[src/rtl/scr_regop_pkg.sv]
package scr_regop_pkg;

  localparam logic [1:0] CLASS_REGOP  = 2'b01;

  localparam logic [2:0] FN_SFBR2REG  = 3'b101;
  localparam logic [2:0] FN_REG2SFBR  = 3'b110;
  localparam logic [2:0] FN_REG_RMW   = 3'b111;

  typedef enum logic [1:0] {
    OP_PASS = 2'b00,
    OP_OR   = 2'b01,
    OP_AND  = 2'b10,
    OP_ADD  = 2'b11
  } alu_op_e;

  localparam int unsigned CLASS_MSB = 31;
  localparam int unsigned FUNC_MSB  = 29;
  localparam int unsigned OP_MSB    = 26;
  localparam int unsigned ADDR_LSB  = 16;
  localparam int unsigned IMM_LSB   = 8;

endpackage

[src/rtl/scr_regop_decode.sv]
module scr_regop_decode
  import scr_regop_pkg::*;
#(
  parameter int unsigned WORD_W = 32,
  parameter int unsigned ADDR_W = 6,
  parameter int unsigned DATA_W = 8
) (
  input  logic [WORD_W-1:0] w0,
  input  logic [WORD_W-1:0] w1,
  output logic              legal,
  output logic              src_is_reg,
  output logic              dst_is_reg,
  output alu_op_e           op,
  output logic [ADDR_W-1:0] addr,
  output logic [DATA_W-1:0] imm
);

  logic [1:0] cls;
  logic [2:0] func;
  logic       func_ok;
  logic       unused_bits;

  always_comb begin
    cls  = w0[CLASS_MSB -: 2];
    func = w0[FUNC_MSB -: 3];
    op   = alu_op_e'(w0[OP_MSB -: 2]);
    addr = w0[ADDR_LSB +: ADDR_W];
    imm  = w0[IMM_LSB +: DATA_W];

    func_ok = (func == FN_SFBR2REG) || (func == FN_REG2SFBR) || (func == FN_REG_RMW);
    legal   = (cls == CLASS_REGOP) && func_ok && (w1 == '0);

    src_is_reg = (func != FN_SFBR2REG);
    dst_is_reg = (func != FN_REG2SFBR);
  end

  assign unused_bits = ^{w0[24:22], w0[7:0]};

endmodule

[src/rtl/scr_regop_alu.sv]
module scr_regop_alu
  import scr_regop_pkg::*;
#(
  parameter int unsigned DATA_W = 8
) (
  input  alu_op_e           op,
  input  logic [DATA_W-1:0] a,
  input  logic [DATA_W-1:0] imm,
  output logic [DATA_W-1:0] y
);

  always_comb begin
    unique case (op)
      OP_PASS: y = imm;
      OP_OR:   y = a | imm;
      OP_AND:  y = a & imm;
      OP_ADD:  y = a + imm;
      default: y = imm;
    endcase
  end

endmodule

[src/rtl/scr_regop_bank.sv]
module scr_regop_bank #(
  parameter int unsigned ADDR_W = 6,
  parameter int unsigned DATA_W = 8
) (
  input  logic              clk,
  input  logic              rst_n,
  input  logic              we,
  input  logic [ADDR_W-1:0] waddr,
  input  logic [DATA_W-1:0] wdata,
  input  logic [ADDR_W-1:0] raddr_a,
  output logic [DATA_W-1:0] rdata_a,
  input  logic [ADDR_W-1:0] raddr_b,
  output logic [DATA_W-1:0] rdata_b
);

  localparam int unsigned DEPTH = 1 << ADDR_W;

  logic [DATA_W-1:0] mem_q [DEPTH];
  logic [DATA_W-1:0] mem_d [DEPTH];

  always_comb begin
    for (int i = 0; i < DEPTH; i++) begin
      mem_d[i] = mem_q[i];
    end
    if (we) begin
      mem_d[waddr] = wdata;
    end
  end

  always_ff @(posedge clk or negedge rst_n) begin
    if (!rst_n) begin
      for (int i = 0; i < DEPTH; i++) begin
        mem_q[i] <= '0;
      end
    end else begin
      for (int i = 0; i < DEPTH; i++) begin
        mem_q[i] <= mem_d[i];
      end
    end
  end

  assign rdata_a = mem_q[raddr_a];
  assign rdata_b = mem_q[raddr_b];

  AST_WRITE_LANDS: assert property (@(posedge clk) disable iff (!rst_n)
    we |=> (mem_q[$past(waddr)] == $past(wdata)));

endmodule

[src/rtl/scr_regop_unit.sv]
module scr_regop_unit
  import scr_regop_pkg::*;
#(
  parameter int unsigned WORD_W = 32,
  parameter int unsigned ADDR_W = 6,
  parameter int unsigned DATA_W = 8
) (
  input  logic              clk,
  input  logic              rst_n,
  input  logic              start,
  input  logic [WORD_W-1:0] instr_w0,
  input  logic [WORD_W-1:0] instr_w1,
  input  logic [ADDR_W-1:0] rd_addr,
  output logic [DATA_W-1:0] rd_data,
  output logic [DATA_W-1:0] sfbr,
  output logic              done,
  output logic              illegal
);

  logic              dec_legal;
  logic              dec_src_reg;
  logic              dec_dst_reg;
  alu_op_e           dec_op;
  logic [ADDR_W-1:0] dec_addr;
  logic [DATA_W-1:0] dec_imm;

  logic [DATA_W-1:0] reg_val;
  logic [DATA_W-1:0] alu_a;
  logic [DATA_W-1:0] alu_y;

  logic              exec_en;
  logic              we_reg;
  logic              we_sfbr;

  logic [DATA_W-1:0] sfbr_q, sfbr_d;
  logic              done_q, done_d;
  logic              ill_q, ill_d;

  scr_regop_decode #(
    .WORD_W(WORD_W), .ADDR_W(ADDR_W), .DATA_W(DATA_W)
  ) u_dec (
    .w0(instr_w0), .w1(instr_w1),
    .legal(dec_legal), .src_is_reg(dec_src_reg), .dst_is_reg(dec_dst_reg),
    .op(dec_op), .addr(dec_addr), .imm(dec_imm)
  );

  scr_regop_bank #(
    .ADDR_W(ADDR_W), .DATA_W(DATA_W)
  ) u_bank (
    .clk(clk), .rst_n(rst_n),
    .we(we_reg), .waddr(dec_addr), .wdata(alu_y),
    .raddr_a(dec_addr), .rdata_a(reg_val),
    .raddr_b(rd_addr), .rdata_b(rd_data)
  );

  scr_regop_alu #(
    .DATA_W(DATA_W)
  ) u_alu (
    .op(dec_op), .a(alu_a), .imm(dec_imm), .y(alu_y)
  );

  always_comb begin
    alu_a   = dec_src_reg ? reg_val : sfbr_q;
    exec_en = start && dec_legal;
    we_reg  = exec_en && dec_dst_reg;
    we_sfbr = exec_en && !dec_dst_reg;
    sfbr_d  = we_sfbr ? alu_y : sfbr_q;
    done_d  = start;
    ill_d   = start && !dec_legal;
  end

  always_ff @(posedge clk or negedge rst_n) begin
    if (!rst_n) begin
      sfbr_q <= '0;
      done_q <= 1'b0;
      ill_q  <= 1'b0;
    end else begin
      sfbr_q <= sfbr_d;
      done_q <= done_d;
      ill_q  <= ill_d;
    end
  end

  assign sfbr    = sfbr_q;
  assign done    = done_q;
  assign illegal = ill_q;

  AST_DONE_NEEDS_START: assert property (@(posedge clk) disable iff (!rst_n)
    !start |=> !done);
  AST_ILLEGAL_WITH_DONE: assert property (@(posedge clk) disable iff (!rst_n)
    illegal |-> done);
  AST_REJECT_KEEPS_SFBR: assert property (@(posedge clk) disable iff (!rst_n)
    (start && !dec_legal) |=> $stable(sfbr));
  AST_REG_DEST_KEEPS_SFBR: assert property (@(posedge clk) disable iff (!rst_n)
    (start && dec_legal && dec_dst_reg) |=> $stable(sfbr));

endmodule

[config.mk]
export PLATFORM = sky130hd
export DESIGN_NAME = scr_regop_unit
export DESIGN_NICKNAME = d
export VERILOG_FILES = /design/src/rtl/scr_regop_pkg.sv /design/src/rtl/scr_regop_decode.sv /design/src/rtl/scr_regop_alu.sv /design/src/rtl/scr_regop_bank.sv /design/src/rtl/scr_regop_unit.sv
export SDC_FILE = /design/constraint.sdc
export NUM_CORES = 1
export LEC_CHECK = 0
export BUFFER_PORTS_ARGS = -buffer_cell sky130_fd_sc_hd__clkbuf_2
export CAP_MARGIN = 20
export CORE_MARGIN = 5
export CORE_UTILIZATION = 62
export DETAILED_ROUTE_END_ITERATION = 8
export PLACE_DENSITY = 0.85
export SLEW_MARGIN = 20
export SYNTH_ARGS = -nofsm -noshare
export SYNTH_HDL_FRONTEND = slang
export SYNTH_SLANG_ARGS = --single-unit
[constraint.sdc]
create_clock -name clk -period 6.5 [get_ports clk]
set_input_delay 1.3 -clock clk [delete_from_list [all_inputs] [get_ports clk]]
set_output_delay 1.3 -clock clk [all_outputs]
set_load 0.05 [all_outputs]
==> qor.csv, run 1 <==
metric,value,unit
place_inst,3059,
post_cts_buffers,0,
grt_pass1_vias,23920,
gp_congestion,1.058,
finalMaxSlewViolations,0,
ir_worst_vdd,240.9,uV
rsz0062_at_grt,no,
postCtsHoldBufs,0,
fill_cells,2976,
wl,95.61,mm
holdWs,503.9,ps
drive_above_1_share,26.81,%
power,7.343,mW
area_growth,10.01,%
synth-main-ff-cell,dfrtp_1,
crit_required,7010,ps
io_buffers,79,
overflow,0,
finalSetupTns,0,ps
vias,23960,
h-tree-depth,2,
routed_via_density,7.574,
wl_met1,31.20,mm
numCtsBuffers,54,
die_w,224.8,um
finClkSkew,22.49,ps
relSlewSlack,18.34,%
hold_class,reg2reg,
top_layer,met5,
period_needed,5750,ps
cp_data_arrival_time,6260,ps
first_iter_violations,4341,
power.leakage,13.76,nW
synth-edff-count,0,
rows,78,
final_cells,3163,
synth_nets,2634,
core,0.04548,mm^2
dieArea,0.05052,mm^2
worst-r2r-setup-slack,2100,ps
cts.clk_slew.worst_paths,60,ps
hpwl,62.71,mm
cp-startpoint,instr_w0[16],
cts-resized-gates,0,
yosys_register_bits,522,
start_util,62.88,%
synthCells,2544,
min_from,u_bank.mem_q[293]$_DFFE_PN0P_,
ys_types,67,
root_buffer,clkbuf_16,
max_freq,173.9,MHz
wl_met3,15.27,mm
dp_slack,421.0,ps
async_flop_share,100.0,%
avgRoutedWirePerCell,30.23,um
worstSetupEndpoint,u_bank.mem_q[255]$_DFFE_PN0P_,
reg2reg_depth,13,
clock_latency,640,ps
ant_nets,0,
setup_viol,0,
fin_nets,2605,
setup.worst_path.start_class,primary input,
antenna_found_initial,3,
cts_sinks,522,
design.portCount,91,
synth.avg_cell_area,11.24,um^2
hold_violations,0,
timing.final.ws_setup,750.1,ps
yosysSeqAreaShare,45.68,%
r2r-start,u_bank.mem_q[345]$_DFFE_PN0P_,
tightest_slew,1220,ps
first_pass_iters,9,
dieHeight,224.8,um
crit_type,in2reg,
status,"finished, final reports clean",
clockBufferDepth,3,
remaining_drc_errors,0,
reg2reg_to,u_bank.mem_q[149]$_DFFE_PN0P_,
finalInstanceArea,0.03146,mm^2
grt_max_degree,156,
drv_cap,0,
met2_length,41.03,mm
syn_area,0.02860,mm^2
fin_crit_sh,88.46,%
gr-usage-all-layers,37.78,%
power.density,233.4,mW/mm^2
cts_tree,built,
yosys_warnings,0,
grt_pass1_wl,145.4,mm
place_area,0.02956,mm^2
end_kind,flip-flop,
critPathMaxFanout,52,
fin_util,69.18,%
worst min path at each step:
stage	depth (start not counted)	slack (ps)	to
CTS	2	500	u_bank.mem_q[84]$_DFFE_PN0P_
floorplan	2	460	u_bank.mem_q[84]$_DFFE_PN0P_
detailed placement	2	490	u_bank.mem_q[171]$_DFFE_PN0P_
finish	2	500	u_bank.mem_q[293]$_DFFE_PN0P_
global route	2	530	u_bank.mem_q[252]$_DFFE_PN0P_
global placement	2	470	u_bank.mem_q[419]$_DFFE_PN0P_
metal layers:
metal / vias up / GRT usage, %
li1: 9368 / -
met1: 11720 / 47.50
met2: 2297 / 55.10
met3: 572 / 15.30
met4: 2 / 23.53
met5: - / 0
cell usage in the layout, fill, tap and decap left out, types with 6 or more instances in the layout:
| cell type | netlist | final |
|---|---|---|
| dfrtp_1 | 522 | 522 |
| nand2_1 | 433 | 433 |
| o21ai_0 | 377 | 376 |
| mux4_2 | 225 | 225 |
| mux2_2 | 188 | 188 |
| clkbuf_2 | 0 | 73 |
| buf_4 | 8 | 68 |
| nor2_1 | 62 | 62 |
| clkbuf_16 | 0 | 54 |
| nand3_1 | 53 | 53 |
| a21oi_1 | 52 | 52 |
| mux2i_1 | 43 | 43 |
| a221oi_1 | 34 | 34 |
| a22oi_1 | 31 | 31 |
| o22ai_1 | 28 | 28 |
| inv_1 | 25 | 24 |
| and3_1 | 24 | 24 |
| nand4_1 | 19 | 19 |
| o21ai_1 | 19 | 19 |
| ha_1 | 16 | 16 |
| buf_12 | 0 | 16 |
| a31oi_1 | 13 | 12 |
| and2_1 | 11 | 11 |
| clkinv_2 | 0 | 10 |
| clkbuf_8 | 0 | 10 |
| clkbuf_1 | 160 | 9 |
| nor2b_1 | 8 | 8 |
| a221o_1 | 7 | 7 |
| bufinv_16 | 0 | 7 |
| nor4_1 | 6 | 6 |
| clkinvlp_4 | 0 | 6 |
synthesized netlist by cell type, types with 34 or more instances:
master / number / area share [%]
mux2_2: 188 / 7.4
a21oi_1: 52 / 0.91
nand3_1: 53 / 0.93
dfrtp_1: 522 / 46
mux4_2: 225 / 18
clkbuf_1: 160 / 2.1
a221oi_1: 34 / 1.0
nand2_1: 433 / 5.7
nor2_1: 62 / 0.81
o21ai_0: 377 / 6.6
mux2i_1: 43 / 1.5
buf_2: 68 / 1.2
power breakdown:
| part | switching (mW) | internal (mW) |
|---|---|---|
| registers | 0.000132 | 3.25 |
| clock network | 1.40 | 1.92 |
| logic | 0.564 | 0.211 |
layout make-up:
cell class | count | area, um^2 | area share (%)
multi-input cells | 1749 | 14390 | 45.74
flip-flops and latches | 522 | 13060 | 41.52
clock buffers | 72 | 1509 | 4.796
repair buffers | 163 | 1264 | 4.017
well taps | 600 | 750.7 | 2.386
clock inverters | 28 | 381.6 | 1.213
inverters | 25 | 93.84 | 0.2983
diodes | 4 | 10.01 | 0.03182
state kept, by name (all words and copies together) (netlist names):
name	flops
illegal	1
u_bank.mem_q	512
sfbr	8
done	1
cells by family (layout without fill, tap and decap cells):
family	Yosys count	in the layout	share of synthesized area, %
buf+inv	273	288	4.117
other cells	0	4	0
simple gates	653	653	9.923
xor+xnor	5	5	0.1532
compound gates	615	615	12.46
mux	459	459	26.90
fa+ha+maj	17	17	0.7700
flops	522	522	45.68
worst max-delay path: stages:
cell	delay, ps
buf_6	570
buf_4	460
mux2_2	390
a221oi_1	250
a31oi_1	60
o21ai_0	600
nand4b_1	390
o22ai_1	250
ha_1	300
a21oi_1	170
o21a_1	130
o31ai_1	80
xor2_1	160
mux4_2	530
buf_12	200
mux2_2	290
(Power assumes the default switching activity.)
==> inputs of run 2 (changes only) <==
Settings changed: BUFFER_PORTS_ARGS -buffer_cell sky130_fd_sc_hd__clkbuf_2 to -buffer_cell sky130_fd_sc_hd__buf_2.
==> run 2 against run 1 <==
Net effect: flip-flop and latch count unchanged; final cell count unchanged; power up 1.9%; critical endpoint is now u_bank.mem_q[109]$_DFFE_PN0P_.
==> qor.csv, run 2 (synthesis gave the netlist of run 1 again) <==
metric,value,unit,change
cp_data_arrival_time,6130,ps,was 6260 ps
dieHeight,224.8,um,unchanged
fin_crit_sh,86.68,%,was 88.46%
final_cell_mix,"dfrtp_1 (522), nand2_1 (433), o21ai_0 (376)",,unchanged
reg2reg_depth,14,,was 13
numCtsBuffers,55,,was 54
drive_above_1_share,26.96,%,was 26.81%
critPathMaxFanout,48,,was 52
tightest_slew,1288,ps,was 1220 ps
hold_class,reg2reg,,unchanged
relSlewSlack,13.80,%,was 18.34%
worstHoldPathCells,2,,unchanged
reg2reg_to,u_bank.mem_q[407]$_DFFE_PN0P_,,was u_bank.mem_q[149]$_DFFE_PN0P_
grt_max_degree,145,,was 156
diodes,0,,was 4
worst-r2r-setup-slack,2090,ps,was 2100 ps
ant_nets,0,,unchanged
area_growth,10.39,%,was 10.01%
cts-resized-gates,0,,unchanged
design.portCount,91,,unchanged
crit_required,6990,ps,was 7010 ps
core,0.04548,mm^2,unchanged
first_pass_iters,7,,was 9
finClkSkew,33.43,ps,was 22.49 ps
finalSetupTns,0,ps,unchanged
overflow,0,,unchanged
hpwl,63.08,mm,was 62.71 mm
r2r-start,u_bank.mem_q[99]$_DFFE_PN0P_,,was u_bank.mem_q[345]$_DFFE_PN0P_
setup_viol,0,,unchanged
cts_sinks,522,,unchanged
finalMaxSlewViolations,0,,unchanged
clock_latency,640,ps,about the same
largest_reg_flops,512,,unchanged
cts_tree,built,,unchanged
start_util,62.88,%,unchanged
power,7.484,mW,was 7.343 mW
crit_type,in2reg,,unchanged
power.density,237.0,mW/mm^2,was 233.4 mW/mm^2
dieArea,0.05052,mm^2,unchanged
gr-usage-all-layers,38.10,%,was 37.78%
rsz0062_at_grt,no,,unchanged
fin_nets,2607,,"was 2,605"
antenna_found_initial,5,,was 3
post_cts_buffers,0,,unchanged
remaining_drc_errors,0,,unchanged
first_iter_violations,4042,,"was 4,341"
largest_register,u_bank.mem_q,,unchanged
wl,96.42,mm,was 95.61 mm
postCtsHoldBufs,0,,unchanged
max_freq,177.5,MHz,was 173.9 MHz
h-tree-depth,2,,unchanged
clockBufferDepth,3,,unchanged
end_kind,flip-flop,,unchanged
cts.clk_slew.worst_paths,60,ps,about the same
avgRoutedWirePerCell,30.48,um,was 30.23 um
vias,23780,,"was 23,960"
root_buffer,clkbuf_16,,unchanged
fin_util,69.42,%,was 69.18%
status,"finished, final reports clean",,unchanged
drv_cap,0,,unchanged
hold_violations,0,,unchanged
period_needed,5634,ps,was 5750 ps
grt_pass1_wl,145.5,mm,was 145.4 mm
final_common_cell,dfrtp_1,,unchanged
ir_worst_vdd,236.8,uV,was 240.9 uV
setup.worst_path.start_class,primary input,,unchanged
whs_endpoint,u_bank.mem_q[91]$_DFFE_PN0P_,,was u_bank.mem_q[293]$_DFFE_PN0P_
rows,78,,unchanged
grt_pass1_vias,23550,,"was 23,920"
die_w,224.8,um,unchanged
routed_via_density,7.518,,was 7.574
power.leakage,13.84,nW,was 13.76 nW
min_from,u_bank.mem_q[91]$_DFFE_PN0P_,,was u_bank.mem_q[293]$_DFFE_PN0P_
gp_congestion,1.033,,was 1.058
io_buffers,79,,unchanged
==> run 2: changes by cell type in the layout (fill, tap and decap cells not counted), moves of 4 or more <==
cell and change:
clkinv_2 -5, clkbuf_8 +12, diode_2 -4, clkinvlp_4 -5, clkbuf_2 -73, buf_2 +73
==> run 2: per-stage QoR <==
step | std cells | cell area [um^2] | hold slack (ps) | setup WS [ps]
finish | 3163 | 31570 | 501.0 | 865.7
detailed placement | 3060 | 29580 | 485.7 | 485.5
floorplan | 2544 | 28600 | 458.6 | 1406
global placement | 3060 | 29580 | 472.8 | 589.7
global route | 3163 | 31570 | 524.0 | 815.3
CTS | 3163 | 31570 | 499.6 | 1073
==> run 2: worst max-delay path, cell delays in order <==
cell and delay (ps):
buf_6 510, buf_4 330, mux2i_1 240, a211oi_1 100
a21o_1 180, o21ai_0 470, nand3_1 390, o22ai_1 430
ha_1 320, a21o_1 170, a21oi_2 200, o21ai_1 140
xor2_1 160, mux4_2 740, mux2_2 370
==> run 2: power breakdown <==
| part | leakage (nW) | internal (mW) | switching [mW] |
|---|---|---|---|
| clock | 0.983 | 2.07 | 1.37 |
| combinational | 5.57 | 0.213 | 0.573 |
| sequential | 7.29 | 3.25 | 0.000114 |
==> run 2: worst max-delay path by stage <==
stage | start | endpoint | slack (ps) | depth (start not counted)
finish | instr_w0[16] | u_bank.mem_q[109]$_DFFE_PN0P_ | 870 | 15
global route | instr_w0[16] | u_bank.mem_q[407]$_DFFE_PN0P_ | 820 | 16
floorplan | instr_w0[16] | u_bank.mem_q[62]$_DFFE_PN0P_ | 1410 | 21
global placement | instr_w0[16] | u_bank.mem_q[494]$_DFFE_PN0P_ | 590 | 18
CTS | instr_w0[16] | u_bank.mem_q[94]$_DFFE_PN0P_ | 1070 | 18
detailed placement | instr_w0[16] | u_bank.mem_q[382]$_DFFE_PN0P_ | 490 | 18
==> run 2: layout make-up <==
class	count	area (um^2)
clock buffer	84	1695
clock inverter	19	295.3
fill	2977	13910
inverter	25	93.84
multi-input combinational	1749	14390
sequential	522	13060
tap	600	750.7
timing repair buffer	164	1284
==> run 2: layer usage <==
layer  global-route usage, %  vias up  share of wire, %
li1                        -     9354                 -
met1                   48.01    11610                33
met2                   55.59     2212                43
met3                   16.63      597                16
met4                   21.63        8               7.8
met5                       0        -             0.048
